==> src/rtl/rfsh_pkg.sv <==
package rfsh_pkg;

   typedef enum logic [2:0] {
      PH_IDLE,
      PH_PRE,
      PH_WAIT_RP,
      PH_REF,
      PH_WAIT_RFC
   } rfsh_phase_e;

   typedef struct packed {
      logic cs_n;
      logic ras_n;
      logic cas_n;
      logic we_n;
   } ddr_cmd_t;

   localparam ddr_cmd_t CMD_NOP    = '{cs_n: 1'b0, ras_n: 1'b1, cas_n: 1'b1, we_n: 1'b1};
   localparam ddr_cmd_t CMD_PREALL = '{cs_n: 1'b0, ras_n: 1'b0, cas_n: 1'b1, we_n: 1'b0};
   localparam ddr_cmd_t CMD_AREF   = '{cs_n: 1'b0, ras_n: 1'b0, cas_n: 1'b0, we_n: 1'b1};

endpackage

==> src/rtl/rfsh_interval_timer.sv <==
module rfsh_interval_timer #(
   parameter int RATE_W = 16
) (
   input  logic              clk,
   input  logic              rst_n,
   input  logic [RATE_W-1:0] rate_cfg,
   output logic              tick
);

   logic [RATE_W-1:0] cnt;

   assign tick = (cnt == '0);

   // reload from the field at zero, count down otherwise
   always_ff @(posedge clk or negedge rst_n) begin
      if (!rst_n) begin
         cnt <= '0;
      end else if (tick) begin
         cnt <= rate_cfg;
      end else begin
         cnt <= cnt - 1'b1;
      end
   end

   assert_reload_R2: assert property (@(posedge clk) disable iff (!rst_n)
      ($past(rst_n) && $past(tick)) |-> (cnt == $past(rate_cfg)));

   assert_countdown_R2: assert property (@(posedge clk) disable iff (!rst_n)
      ($past(rst_n) && !$past(tick)) |-> (cnt == RATE_W'($past(cnt) - 1'b1)));

endmodule

==> src/rtl/rfsh_pending_ctr.sv <==
module rfsh_pending_ctr #(
   parameter int PEND_W     = 3,
   parameter int URGENT_LVL = 4
) (
   input  logic clk,
   input  logic rst_n,
   input  logic inc,
   input  logic dec,
   output logic pend_nz,
   output logic urgent
);

   localparam logic [PEND_W-1:0] PEND_MAX  = {PEND_W{1'b1}};
   localparam logic [PEND_W-1:0] URG_LEVEL = PEND_W'(URGENT_LVL);

   logic [PEND_W-1:0] pend;

   // saturating backlog, simultaneous inc and dec cancel
   always_ff @(posedge clk or negedge rst_n) begin
      if (!rst_n) begin
         pend <= '0;
      end else begin
         unique case ({inc, dec})
            2'b10:   if (pend != PEND_MAX) pend <= pend + 1'b1;
            2'b01:   pend <= pend - 1'b1;
            default: pend <= pend;
         endcase
      end
   end

   assign pend_nz = (pend != '0);
   assign urgent  = (pend >= URG_LEVEL);

   assert_no_overflow_R9: assert property (@(posedge clk) disable iff (!rst_n)
      (pend == PEND_MAX && inc && !dec) |=> (pend == PEND_MAX));

   assert_cancel_R9: assert property (@(posedge clk) disable iff (!rst_n)
      (inc && dec) |=> $stable(pend));

   assert_dec_nonempty_R3: assert property (@(posedge clk) disable iff (!rst_n)
      dec |-> pend_nz);

endmodule

==> src/rtl/rfsh_cmd_fsm.sv <==
module rfsh_cmd_fsm
   import rfsh_pkg::*;
#(
   parameter int TIMER_W = 8
) (
   input  logic               clk,
   input  logic               rst_n,
   input  logic               pend_nz,
   input  logic               gnt,
   input  logic [TIMER_W-1:0] trp_cfg,
   input  logic [TIMER_W-1:0] trfc_cfg,
   output logic               req,
   output logic               start,
   output logic               pre_cycle,
   output logic               done,
   output ddr_cmd_t           cmd
);

   rfsh_phase_e        ph;
   logic [TIMER_W-1:0] tmr;
   logic [TIMER_W:0]   tmr_nxt;

   assign req     = (ph == PH_IDLE) && pend_nz;
   assign start   = req && gnt;
   assign tmr_nxt = {1'b0, tmr} + 1'b1;

   always_ff @(posedge clk or negedge rst_n) begin
      if (!rst_n) begin
         ph   <= PH_IDLE;
         tmr  <= '0;
         done <= 1'b0;
      end else begin
         done <= 1'b0;
         unique case (ph)
            PH_IDLE: if (start) ph <= PH_PRE;
            PH_PRE: begin
               ph  <= PH_WAIT_RP;
               tmr <= TIMER_W'(1);
            end
            PH_WAIT_RP: begin
               if (tmr_nxt >= {1'b0, trp_cfg}) ph <= PH_REF;
               else tmr <= tmr + 1'b1;
            end
            PH_REF: begin
               ph  <= PH_WAIT_RFC;
               tmr <= TIMER_W'(1);
            end
            PH_WAIT_RFC: begin
               if (tmr_nxt >= {1'b0, trfc_cfg}) begin
                  ph   <= PH_IDLE;
                  done <= 1'b1;
               end else begin
                  tmr <= tmr + 1'b1;
               end
            end
            default: ph <= PH_IDLE;
         endcase
      end
   end

   always_comb begin
      unique case (ph)
         PH_PRE:  cmd = CMD_PREALL;
         PH_REF:  cmd = CMD_AREF;
         default: cmd = CMD_NOP;
      endcase
   end

   assign pre_cycle = (ph == PH_PRE);

   assert_req_idle_R3: assert property (@(posedge clk) disable iff (!rst_n)
      (ph != PH_IDLE) |-> !req);

   assert_ref_after_wait_R6: assert property (@(posedge clk) disable iff (!rst_n)
      (ph == PH_REF) |-> ($past(ph) == PH_WAIT_RP));

   assert_done_idle_R7: assert property (@(posedge clk) disable iff (!rst_n)
      done |-> (ph == PH_IDLE && $past(ph) == PH_WAIT_RFC));

endmodule

==> src/rtl/ddr_refresh_sched.sv <==
module ddr_refresh_sched
   import rfsh_pkg::*;
#(
   parameter int RATE_W     = 16,
   parameter int TIMER_W    = 8,
   parameter int PEND_W     = 3,
   parameter int URGENT_LVL = 4,
   parameter int ADDR_W     = 14,
   parameter int AP_BIT     = 10
) (
   input  logic               clk,
   input  logic               rst_n,
   input  logic [RATE_W-1:0]  rate_cfg,
   input  logic [TIMER_W-1:0] trp_cfg,
   input  logic [TIMER_W-1:0] trfc_cfg,
   input  logic               rfsh_gnt,
   output logic               rfsh_req,
   output logic               rfsh_urgent,
   output logic               rfsh_done,
   output logic               pages_inval,
   output logic               cke,
   output logic               cs_n,
   output logic               ras_n,
   output logic               cas_n,
   output logic               we_n,
   output logic [ADDR_W-1:0]  addr
);

   localparam int PEND_MAX = (1 << PEND_W) - 1;

   if (PEND_W < 2) begin : g_chk_pend
      $error("PEND_W must be at least 2");
   end
   if (URGENT_LVL < 1 || URGENT_LVL > PEND_MAX) begin : g_chk_urg
      $error("URGENT_LVL must lie in 1 .. 2**PEND_W-1");
   end
   if (AP_BIT >= ADDR_W) begin : g_chk_ap
      $error("AP_BIT must be below ADDR_W");
   end
   if (RATE_W < 1 || TIMER_W < 2) begin : g_chk_w
      $error("RATE_W must be >= 1 and TIMER_W >= 2");
   end

   logic     tick;
   logic     pend_nz;
   logic     start;
   logic     pre_cycle;
   ddr_cmd_t cmd;

   rfsh_interval_timer #(.RATE_W(RATE_W)) u_timer (
      .clk      (clk),
      .rst_n    (rst_n),
      .rate_cfg (rate_cfg),
      .tick     (tick)
   );

   rfsh_pending_ctr #(.PEND_W(PEND_W), .URGENT_LVL(URGENT_LVL)) u_pend (
      .clk     (clk),
      .rst_n   (rst_n),
      .inc     (tick),
      .dec     (start),
      .pend_nz (pend_nz),
      .urgent  (rfsh_urgent)
   );

   rfsh_cmd_fsm #(.TIMER_W(TIMER_W)) u_fsm (
      .clk       (clk),
      .rst_n     (rst_n),
      .pend_nz   (pend_nz),
      .gnt       (rfsh_gnt),
      .trp_cfg   (trp_cfg),
      .trfc_cfg  (trfc_cfg),
      .req       (rfsh_req),
      .start     (start),
      .pre_cycle (pre_cycle),
      .done      (rfsh_done),
      .cmd       (cmd)
   );

   assign cke         = 1'b1;
   assign cs_n        = cmd.cs_n;
   assign ras_n       = cmd.ras_n;
   assign cas_n       = cmd.cas_n;
   assign we_n        = cmd.we_n;
   assign pages_inval = pre_cycle;

   // only the auto-precharge bit is ever driven high
   for (genvar gi = 0; gi < ADDR_W; gi++) begin : g_addr
      if (gi == AP_BIT) begin : g_ap
         assign addr[gi] = pre_cycle;
      end else begin : g_zero
         assign addr[gi] = 1'b0;
      end
   end

   assert_inval_is_preall_R5: assert property (@(posedge clk) disable iff (!rst_n)
      pages_inval |-> (!cs_n && !ras_n && cas_n && !we_n && addr[AP_BIT]));

   assert_inval_single_R5: assert property (@(posedge clk) disable iff (!rst_n)
      pages_inval |=> !pages_inval);

   assert_grant_to_pre_R4: assert property (@(posedge clk) disable iff (!rst_n)
      (rfsh_req && rfsh_gnt) |=> pages_inval);

   assert_done_nop_R7: assert property (@(posedge clk) disable iff (!rst_n)
      rfsh_done |-> (!cs_n && ras_n && cas_n && we_n));

endmodule

==> config.mk <==
export PLATFORM = sky130hd
export DESIGN_NAME = ddr_refresh_sched
export DESIGN_NICKNAME = d
export VERILOG_FILES = /design/src/rtl/rfsh_pkg.sv /design/src/rtl/rfsh_interval_timer.sv /design/src/rtl/rfsh_pending_ctr.sv /design/src/rtl/rfsh_cmd_fsm.sv /design/src/rtl/ddr_refresh_sched.sv
export SDC_FILE = /design/constraint.sdc
export NUM_CORES = 1
export LEC_CHECK = 0
export BUFFER_PORTS_ARGS = -buffer_cell sky130_fd_sc_hd__buf_2
export CORE_ASPECT_RATIO = 0.6
export CORE_UTILIZATION = 53
export CTS_CLUSTER_SIZE = 28
export DETAILED_ROUTE_END_ITERATION = 7
export HOLD_SLACK_MARGIN = 0.08
export MAX_ROUTING_LAYER = met4
export PLACE_DENSITY_LB_ADDON = 0.2
export SYNTH_ARGS = -nofsm -noshare
export SYNTH_HDL_FRONTEND = slang
export SYNTH_SLANG_ARGS = --single-unit
==> constraint.sdc <==
create_clock -name clk -period 4.09 [get_ports clk]
set_clock_uncertainty 0.15 [all_clocks]
set_input_delay 0.2045 -clock clk [delete_from_list [all_inputs] [get_ports clk]]
set_output_delay 0.2045 -clock clk [all_outputs]
set_load 0.1 [all_outputs]
# After elaboration in Yosys (flattened, before gate mapping)
# Index checks and enable logic that the tools add are counted.
# op_classes
muxes	13
add_sub_neg	5
reduce_logical	11
eq_ne	13
magnitude_cmp	3
# ops
cell	n
$pmux 8 s3	1
$ge 9x8->1	2
$logic_not 16->1	1
$mux 16	1
$mux 8	2
$sub 16x1->16 const B	1
$pmux 3 s5	1
$mux 3	4
$pmux 3 s2	2
$add 8x1->9 const B	1
$add 8x1->8 const B	1
$eq 3x2->1 const B	2
$ne 2x1->1 const B	3
$ne 2x2->1 const B	3
$reduce_and 3->1	2
$reduce_bool 3->1	2
$add 3x1->3 const B	1
$eq 3x1->1 const B	1
$eq 3x3->1 const B	1
$ge 3x3->1 const B	1
$logic_not 3->1	1
$ne 3x3->1 const B	1
$sub 3x1->3 const B	1
$eq 2x1->1 const B	1
other kinds (6)	8
# totals
regBits	31
input_bits	35

# Longest topological paths before layout
# Gate-level depths: netlist of run 1.
# depth
depth_word	6
mapped_depth	11

# Hierarchy
# Synthesis of run 1 repeated with hierarchy kept, for this count alone.
# hier_totals
cells_unflattened	266
hier_area_um2	2337.2
# modules_own_cells
mod	cells_each	area_per_inst_um2	instances
rfsh_cmd_fsm	124	1076.0	1
rfsh_interval_timer	101	910.9	1
rfsh_pending_ctr	24	230.2	1
ddr_refresh_sched	17	120.1	1

# Worst setup path after synthesis of run 1
# Ideal clock, no wire load.
# synth_path
path_type	register to register
startpoint	register u_fsm.ph[1]
endpoint	register u_pend.pend[2]
n_path_buf	0
slack_ns	-0.953
arrival_ns	4.760
synth_period_minus_slack_ns	5.043
stages_incl_launch_ff	6
cell_sequence	dfrtp_1 nor4_1 nand3_2 fa_1 mux2i_1 xor2_1
# synth_via
elab_chain_cells	6
word_cells_on_any_way	9
classes_between	eq/ne (3); mux (1); reduce/logical (5)
# synth_lines
item	line_no	text
start: declaration	rfsh_cmd_fsm.sv:19	rfsh_phase_e ph;
start signal: assignment	rfsh_cmd_fsm.sv:29	ph <= PH_IDLE;
start signal: assignment	rfsh_cmd_fsm.sv:35	PH_IDLE: if (start) ph <= PH_PRE;
start signal: assignment	rfsh_cmd_fsm.sv:37	ph <= PH_WAIT_RP;
$logic_not 3->1 *	rfsh_cmd_fsm.sv:23	assign req = (ph == PH_IDLE) && pend_nz;
$logic_and 1x1->1 *	rfsh_cmd_fsm.sv:23	
named net rfsh_req	ddr_refresh_sched.sv:17	output logic rfsh_req,
$logic_and 1x1->1 *	rfsh_cmd_fsm.sv:24	assign start = req && gnt;
$eq 2x2->1 or $eq 2x1->1 (tied branches)	rfsh_pending_ctr.sv:23	unique case ({inc, dec})
$ne 2x1->1 (no line) or $reduce_bool 2->1 (tied branches)	-	
$reduce_and 2->1 (no line)	-	
end signal: assignment	rfsh_pending_ctr.sv:24	2'b10: if (pend != PEND_MAX) pend <= pend + 1'b1;
end signal: assignment	rfsh_pending_ctr.sv:25	2'b01: pend <= pend - 1'b1;
end signal: assignment	rfsh_pending_ctr.sv:26	default: pend <= pend;
end: declaration	rfsh_pending_ctr.sv:16	logic [PEND_W-1:0] pend;
# The timed path passes the listed nets; every way through them passes the cells marked *.
# A chain may end at the register's enable or synchronous reset.

# Worst setup path after layout of run 1
# layout_path
startpoint	register u_fsm.tmr[0]
endpoint	register u_fsm.tmr[0]
# layout_via
elab_chain_cells	4
word_cells_on_any_way	10
classes_between	add/sub (2); order compare (2); eq/ne (2); mux (3); reduce/logical (1)
# layout_lines
item	line_no	text
start: declaration	rfsh_cmd_fsm.sv:20	logic [TIMER_W-1:0] tmr;
start signal: assignment	rfsh_cmd_fsm.sv:42	else tmr <= tmr + 1'b1;
start signal: assignment	rfsh_cmd_fsm.sv:53	tmr <= tmr + 1'b1;
$add 8x1->9	rfsh_cmd_fsm.sv:25	assign tmr_nxt = {1'b0, tmr} + 1'b1;
$ge 9x8->1, on equally long branches	rfsh_cmd_fsm.sv:49, rfsh_cmd_fsm.sv:41	
$ne 2x2->1 (no line)	-	
$reduce_and 3->1 (no line)	-	
# Several ways; a longest one is shown, not always the timed one. The select of a mux whose other input is x is not followed.

==> results of run 1 <==
-- cell usage after synthesis (all sizes together), types with 4 or more instances --
master   n
dfrtp   31
nand2   31
inv     27
nor2    25
buf     18
ha      18
xnor2   14
o21ai   12
a21oi   11
mux2i    9
nand3    8
nor3     6
xor2     6
nor4     5
nor3b    4
-- where the power goes --
group	internal (mW)	switching, mW
sequential	0.411	0.129
combinational	0.349	0.650
clock	0.197	0.113
total	0.957	0.892
-- flip-flops by register name, summed over array words and instances (netlist names) --
name,cells
u_timer.cnt,16
u_fsm.tmr,8
u_fsm.ph,3
u_pend.pend,3
u_fsm.done,1
-- stage by stage --
step	total power [mW]	cell area, sq um	std cells	setup WS [ns]	utilization
2_1_floorplan	1.37	2320	264	0.469	-
3_3_place_gp	1.51	2480	347	0.988	0.604
3_5_place_dp	1.54	2480	347	0.837	0.604
4_1_cts	1.87	2740	370	0.830	0.669
5_1_grt	2.00	2740	370	0.547	0.669
6_report	1.85	2740	370	0.820	0.669
-- worst max-delay path: stages (launching register included) --
cell,delay [ns]
dfrtp_1,0.44
ha_1,0.28
nand2_1,0.15
nor2_1,0.07
xnor2_1,0.25
ha_1,0.30
a21oi_1,0.15
o21ai_0,0.10
a21oi_1,0.23
o21ai_1,0.18
a211oi_4,0.50
mux2_1,0.37
-- final timing paths --
path / slack (ns) / to / from / cells past startpoint
max: 0.82 / u_fsm.tmr[0] / u_fsm.tmr[0] / 11
min: 0.12 / u_fsm.ph[0] / rfsh_gnt / 3
max reg2reg: 0.82 / u_fsm.tmr[0] / u_fsm.tmr[0] / 11
min reg2reg: 0.33 / u_timer.cnt[0] / u_timer.cnt[0] / 1
max in group asynchronous: 2.98 / u_timer.cnt[13] / rst_n / 2
min in group asynchronous: 0.35 / u_timer.cnt[1] / rst_n / 2
-- kinds of logic after synthesis --
logic type,Yosys count
other,2
AOI/OAI and AO/OA,32
xor gates and xnor gates,20
DFF,31
and+or+nand+nor,90
muxes,10
adders and majority gates,19
buffers and inverters,47
-- final cells by class --
| class | instances | area share |
|---|---|---|
| Clock buffer | 6 | 0.0301 |
| Clock inverter | 2 | 0.0128 |
| Inverter | 28 | 0.0383 |
| Multi-Input combinational cell | 186 | 0.477 |
| Sequential cell | 31 | 0.283 |
| Tap cell | 60 | 0.0274 |
| Timing Repair Buffer | 57 | 0.131 |
-- per-layer routing --
metal  GRT usage  part of all wire  wire length [um]
met2       0.302              0.40              1690
met3      0.0567             0.056               234
met1       0.308              0.53              2240
met4      0.0500            0.0086                36
met5           -                 0                 0
==> impl_metrics.json, run 1 <==
{
  "synth-main-ff-cell": "dfrtp_1",
  "syn_avg_cell_area_sq_um": 9.04,
  "insertedDiodeCount": 0,
  "drc": 0,
  "drt_wl_total_um": 4200,
  "cts-root-buf": "clkbuf_8",
  "antenna_found_initial": 0,
  "core_area_sq_um": 4100,
  "power_density_nw_per_um2": 674,
  "rsz0062_at_grt": "false",
  "clk_latency_ns": 0.28,
  "io-pin-count": 58,
  "arrival_ns": 3.28,
  "path_clk_slew_ns": 0.07,
  "grt_max_degree": 32,
  "dr.pass1.iters": 4,
  "whs_ns": 0.119,
  "hpwl_um": 3220,
  "period_share": 0.800,
  "synth_top_family_by_area": "simple AND/OR/NAND/NOR gates",
  "maxSlewHeadroom": 0.456,
  "die_h_um": 52.7,
  "synth-edff-count": 0,
  "clock_sinks": 31,
  "htree_levels": 2,
  "drtAntennaViolNets": 0,
  "synth_top_area_share": 0.342,
  "cp-start-kind": "register",
  "syn_area_sq_um": 2270,
  "status": "finished clean",
  "crit_path_end_kind": "register",
  "tightest_slew_ns": 0.811,
  "postCtsSetupBuffers": 0,
  "fillerInstances": 351,
  "grt_pass1_wl_um": 7040,
  "ys_ff_latch": 31,
  "ys_types": 46,
  "synthXorXnorAreaFrac": 0.0772,
  "cts_buffers": 5,
  "hold_viol": 0,
  "setup_viol_count_final": 0,
  "port_buffers": 42,
  "grt_pass1_vias": 1558,
  "hold_buffers": 15,
  "cts_tree": "built",
  "die-area_sq_um": 4560,
  "die_w_um": 86.5,
  "max_cap_violations": 0,
  "synthMuxAreaShare": 0.0447,
  "grt_overflow_total": 0,
  "synthAdderAreaFrac": 0.108,
  "synth_cells": 251,
  "leakage_nw": 1.33,
  "critPathMaxFanout": 8,
  "seq_area_sq_um": 776,
  "ys_seq_area_frac": 0.342,
  "grtUsageTotal": 0.215,
  "layout_commonest_cell": "buf_2",
  "cts_resized": 0,
  "fin_nets": 363,
  "final.setup.tns_ns": 0,
  "synth_top_area_cell": "dfrtp_1",
  "finalCriticalPeriod_ns": 3.27,
  "synthTopCellsByArea": "dfrtp_1 34%, ha_1 9.9%, xnor2_1 5.4%",
  "vdd_drop_max_mv": 0.303,
  "synthSimpleGateAreaFrac": 0.232,
  "layout_common_cells": "42 x buf_2, 31 x nand2_1, 31 x dfrtp_1",
  "drive_gt1_frac": 0.223,
  "rows": 18,
  "fmax_mhz": 306,
  "initial_core_util": 0.554,
  "slew_violations": 0,
  "cts_buffer_depth": 2,
  "async_flop_share": 1.00,
  "gp_congestion": 0.823,
  "worstPathRequired_ns": 4.10,
  "area_growth_pct": 20.9,
  "setup.worst_path.class": "register to register",
  "avgViaCountPerCell": 4.79,
  "yosysWarnings": 0,
  "multi_input_area_sq_um": 1310,
  "routed-via-count": 1772,
  "wl_per_cell_um": 11.4,
  "hp-class": "input port to register",
  "synth-compound-area-share": 0.0877,
  "drt_iter0_markers": 81
}
Power figures use the tool's default switching activity.
==> inputs of run 2 (changes only) <==
ABC_AREA = 1   (was unset)
CORE_UTILIZATION = 54   (was 53)
clock period = 3.26 ns   (was 4.09 ns; I/O delays follow)
==> run 2 against run 1 <==
  * Count of clock-buffer cells in the layout up 1
  * Via count is 24% higher
  * Hold slack improved by 0.015 ns
  * Total power grew 13%
  * Synthesized area up 9.6%
  * Largest cell class unchanged
  * Die area grew 7.3%
  * Sequential power up 11%
  * Critical path depth up 8
  * First-iteration DRC count grew 43%
==> impl_metrics.json, run 2 <==
{
  "status": "finished clean",
  "setup_viol_count_final": 0,
  "leakage_nw": 1.67,
  "cp-start-kind": "register",
  "maxSlewHeadroom": 0.537,
  "path_clk_slew_ns": 0.07,
  "p_switching_mw": 1.11,
  "htree_levels": 2,
  "fmax_mhz": 393,
  "area_growth_pct": 19.8,
  "use_met1": 0.396,
  "grt_util_met2": 0.359,
  "avgViaCountPerCell": 4.80,
  "syn_area_sq_um": 2490,
  "layout_common_cells": "78 x nand2_1, 49 x inv_1, 42 x buf_2",
  "synth_top_area_cell": "dfrtp_1",
  "ys_ff_latch": 31,
  "grtUsageMet3": 0.0558,
  "initial_core_util": 0.584,
  "setup.worst_path.class": "register to register",
  "io-pin-count": 58,
  "ys_types": 38,
  "largest-register": "u_timer.cnt",
  "worstPathRequired_ns": 3.29,
  "clock_sinks": 31,
  "finalCriticalPeriod_ns": 2.54,
  "internal_power_mw": 0.986,
  "rsz0062_at_grt": "false",
  "vdd_drop_max_mv": 0.553,
  "drtAntennaViolNets": 0,
  "insertedDiodeCount": 0,
  "largestRegisters": "u_timer.cnt: 16 flops, u_fsm.tmr: 8 flops",
  "hp-class": "input port to register",
  "power_density_nw_per_um2": 702,
  "synthTopCellsByCount": "78 x nand2_1, 49 x inv_1, 36 x nor2_1",
  "switching_share": 0.529,
  "p_seq_frac": 0.287,
  "fin_ws_ns": 0.717,
  "antenna_found_initial": 0,
  "wl_per_cell_um": 12.1,
  "cts_buffer_depth": 2,
  "grt_overflow_total": 0,
  "cts_tree": "built",
  "postCtsSetupBuffers": 0,
  "hpwl_um": 4160,
  "max_cap_violations": 0,
  "whs_ns": 0.134,
  "largest_reg_flops": 16,
  "layout_commonest_cell": "nand2_1",
  "slew_violations": 0,
  "die_w_um": 89.6,
  "final.setup.tns_ns": 0,
  "period_share": 0.780,
  "synth_cells": 335,
  "cts-root-buf": "clkbuf_8",
  "synth-edff-count": 0,
  "grt_pass1_wl_um": 9110,
  "die_h_um": 54.6,
  "place_ws_ns": 0.734,
  "crit_path_end_kind": "register",
  "die-area_sq_um": 4890,
  "comb_power_share": 0.551,
  "synth_top_area_share": 0.312,
  "core_area_sq_um": 4260,
  "grtUsageTotal": 0.264,
  "grt_pass1_vias": 1959,
  "dr.pass1.iters": 4,
  "drt_iter0_markers": 116,
  "drc": 0,
  "fin_nets": 451,
  "gr-max-usage-layer": "met1",
  "tightest_slew_ns": 0.694,
  "critPathMaxFanout": 10,
  "cts_buffers": 5,
  "syn_avg_cell_area_sq_um": 7.43,
  "ys_seq_area_frac": 0.312,
  "gp_congestion": 0.840,
  "routed-via-count": 2197,
  "synth_most_common_cell": "nand2_1",
  "drt_wl_total_um": 5520,
  "cts_resized": 0,
  "arrival_ns": 2.57,
  "yosysWarnings": 0,
  "port_buffers": 42,
  "synthTopCellsByArea": "dfrtp_1 31%, nand2_1 12%, ha_1 9.1%",
  "hold_viol": 0,
  "grt_max_degree": 32,
  "rows": 18,
  "async_flop_share": 1.00,
  "synth-main-ff-cell": "dfrtp_1",
  "clk_latency_ns": 0.29,
  "drive_gt1_frac": 0.236,
  "clkPwrFrac": 0.162,
  "hold_buffers": 17
}
run 2: worst paths after layout:
path	from	to	slack [ns]	cells past startpoint
setup / recovery	u_fsm.tmr[0]	u_fsm.tmr[5]	0.72	19
hold / removal	rfsh_gnt	u_fsm.ph[0]	0.13	5
setup reg to reg	u_fsm.tmr[0]	u_fsm.tmr[5]	0.72	19
hold reg to reg	u_timer.cnt[0]	u_timer.cnt[0]	0.32	1
min in group asynchronous	rst_n	u_fsm.ph[1]	0.31	2
max in group asynchronous	rst_n	u_timer.cnt[15]	2.20	2
run 2: logic make-up after synthesis:
group	Yosys count	synth area share
simple gates	177	0.358
fa+ha+maj	19	0.0986
compound gates	20	0.0463
buf+inv	73	0.136
flops	31	0.312
xor+xnor	13	0.0458
other cells	2	0.00302
run 2: power by group through the flow:
stage	registers (mW)	clock network, mW	logic (mW)
after CTS	0.598	0.341	1.15
after global placement	0.600	0	1.11
after detailed placement	0.604	0	1.12
after floorplan	0.576	0	0.951
after global routing	0.614	0.363	1.28
final	0.600	0.338	1.15
run 2: cell type report:
cell class              count  area (sq um)
clock inverters             1          7.51
fillers                   347          1280
well taps                  60          75.1
inverters                  56           215
repair buffers             59           380
clock buffers               7          96.3
flip-flops and latches     31           776
multi-input cells         244          1430
run 2: routing by layer:
layer | vias to the layer above | wire length (um)
li1 | 1131 | -
met1 | 972 | 2870
met5 | - | 0
met3 | 8 | 413
met4 | 0 | 40
met2 | 86 | 2200
run 2: through the flow:
stage / utilization / cells / total power, mW / cell area [sq um]
detailed placement: 0.636 / 433 / 1.72 / 2710
finish: 0.700 / 458 / 2.09 / 2980
global placement: 0.636 / 433 / 1.71 / 2710
floorplan: - / 348 / 1.53 / 2540
CTS: 0.700 / 458 / 2.09 / 2980
global route: 0.700 / 458 / 2.26 / 2980
run 2: worst max-delay path: stages (launching register included):
cell and delay (ns):
dfrtp_1 0.44, ha_1 0.23, nand2_1 0.08, inv_2 0.05, nand2_2 0.09, nor2_1 0.06
nor2_1 0.16, ha_1 0.27, nand2_1 0.08, inv_1 0.04, nand2_1 0.06, nand3_1 0.10
nand2_1 0.07, nand2_1 0.04, nand2_1 0.07, nand2_1 0.08, nand2_4 0.14, nand2_4 0.10
nand2_1 0.08, nand2_1 0.05
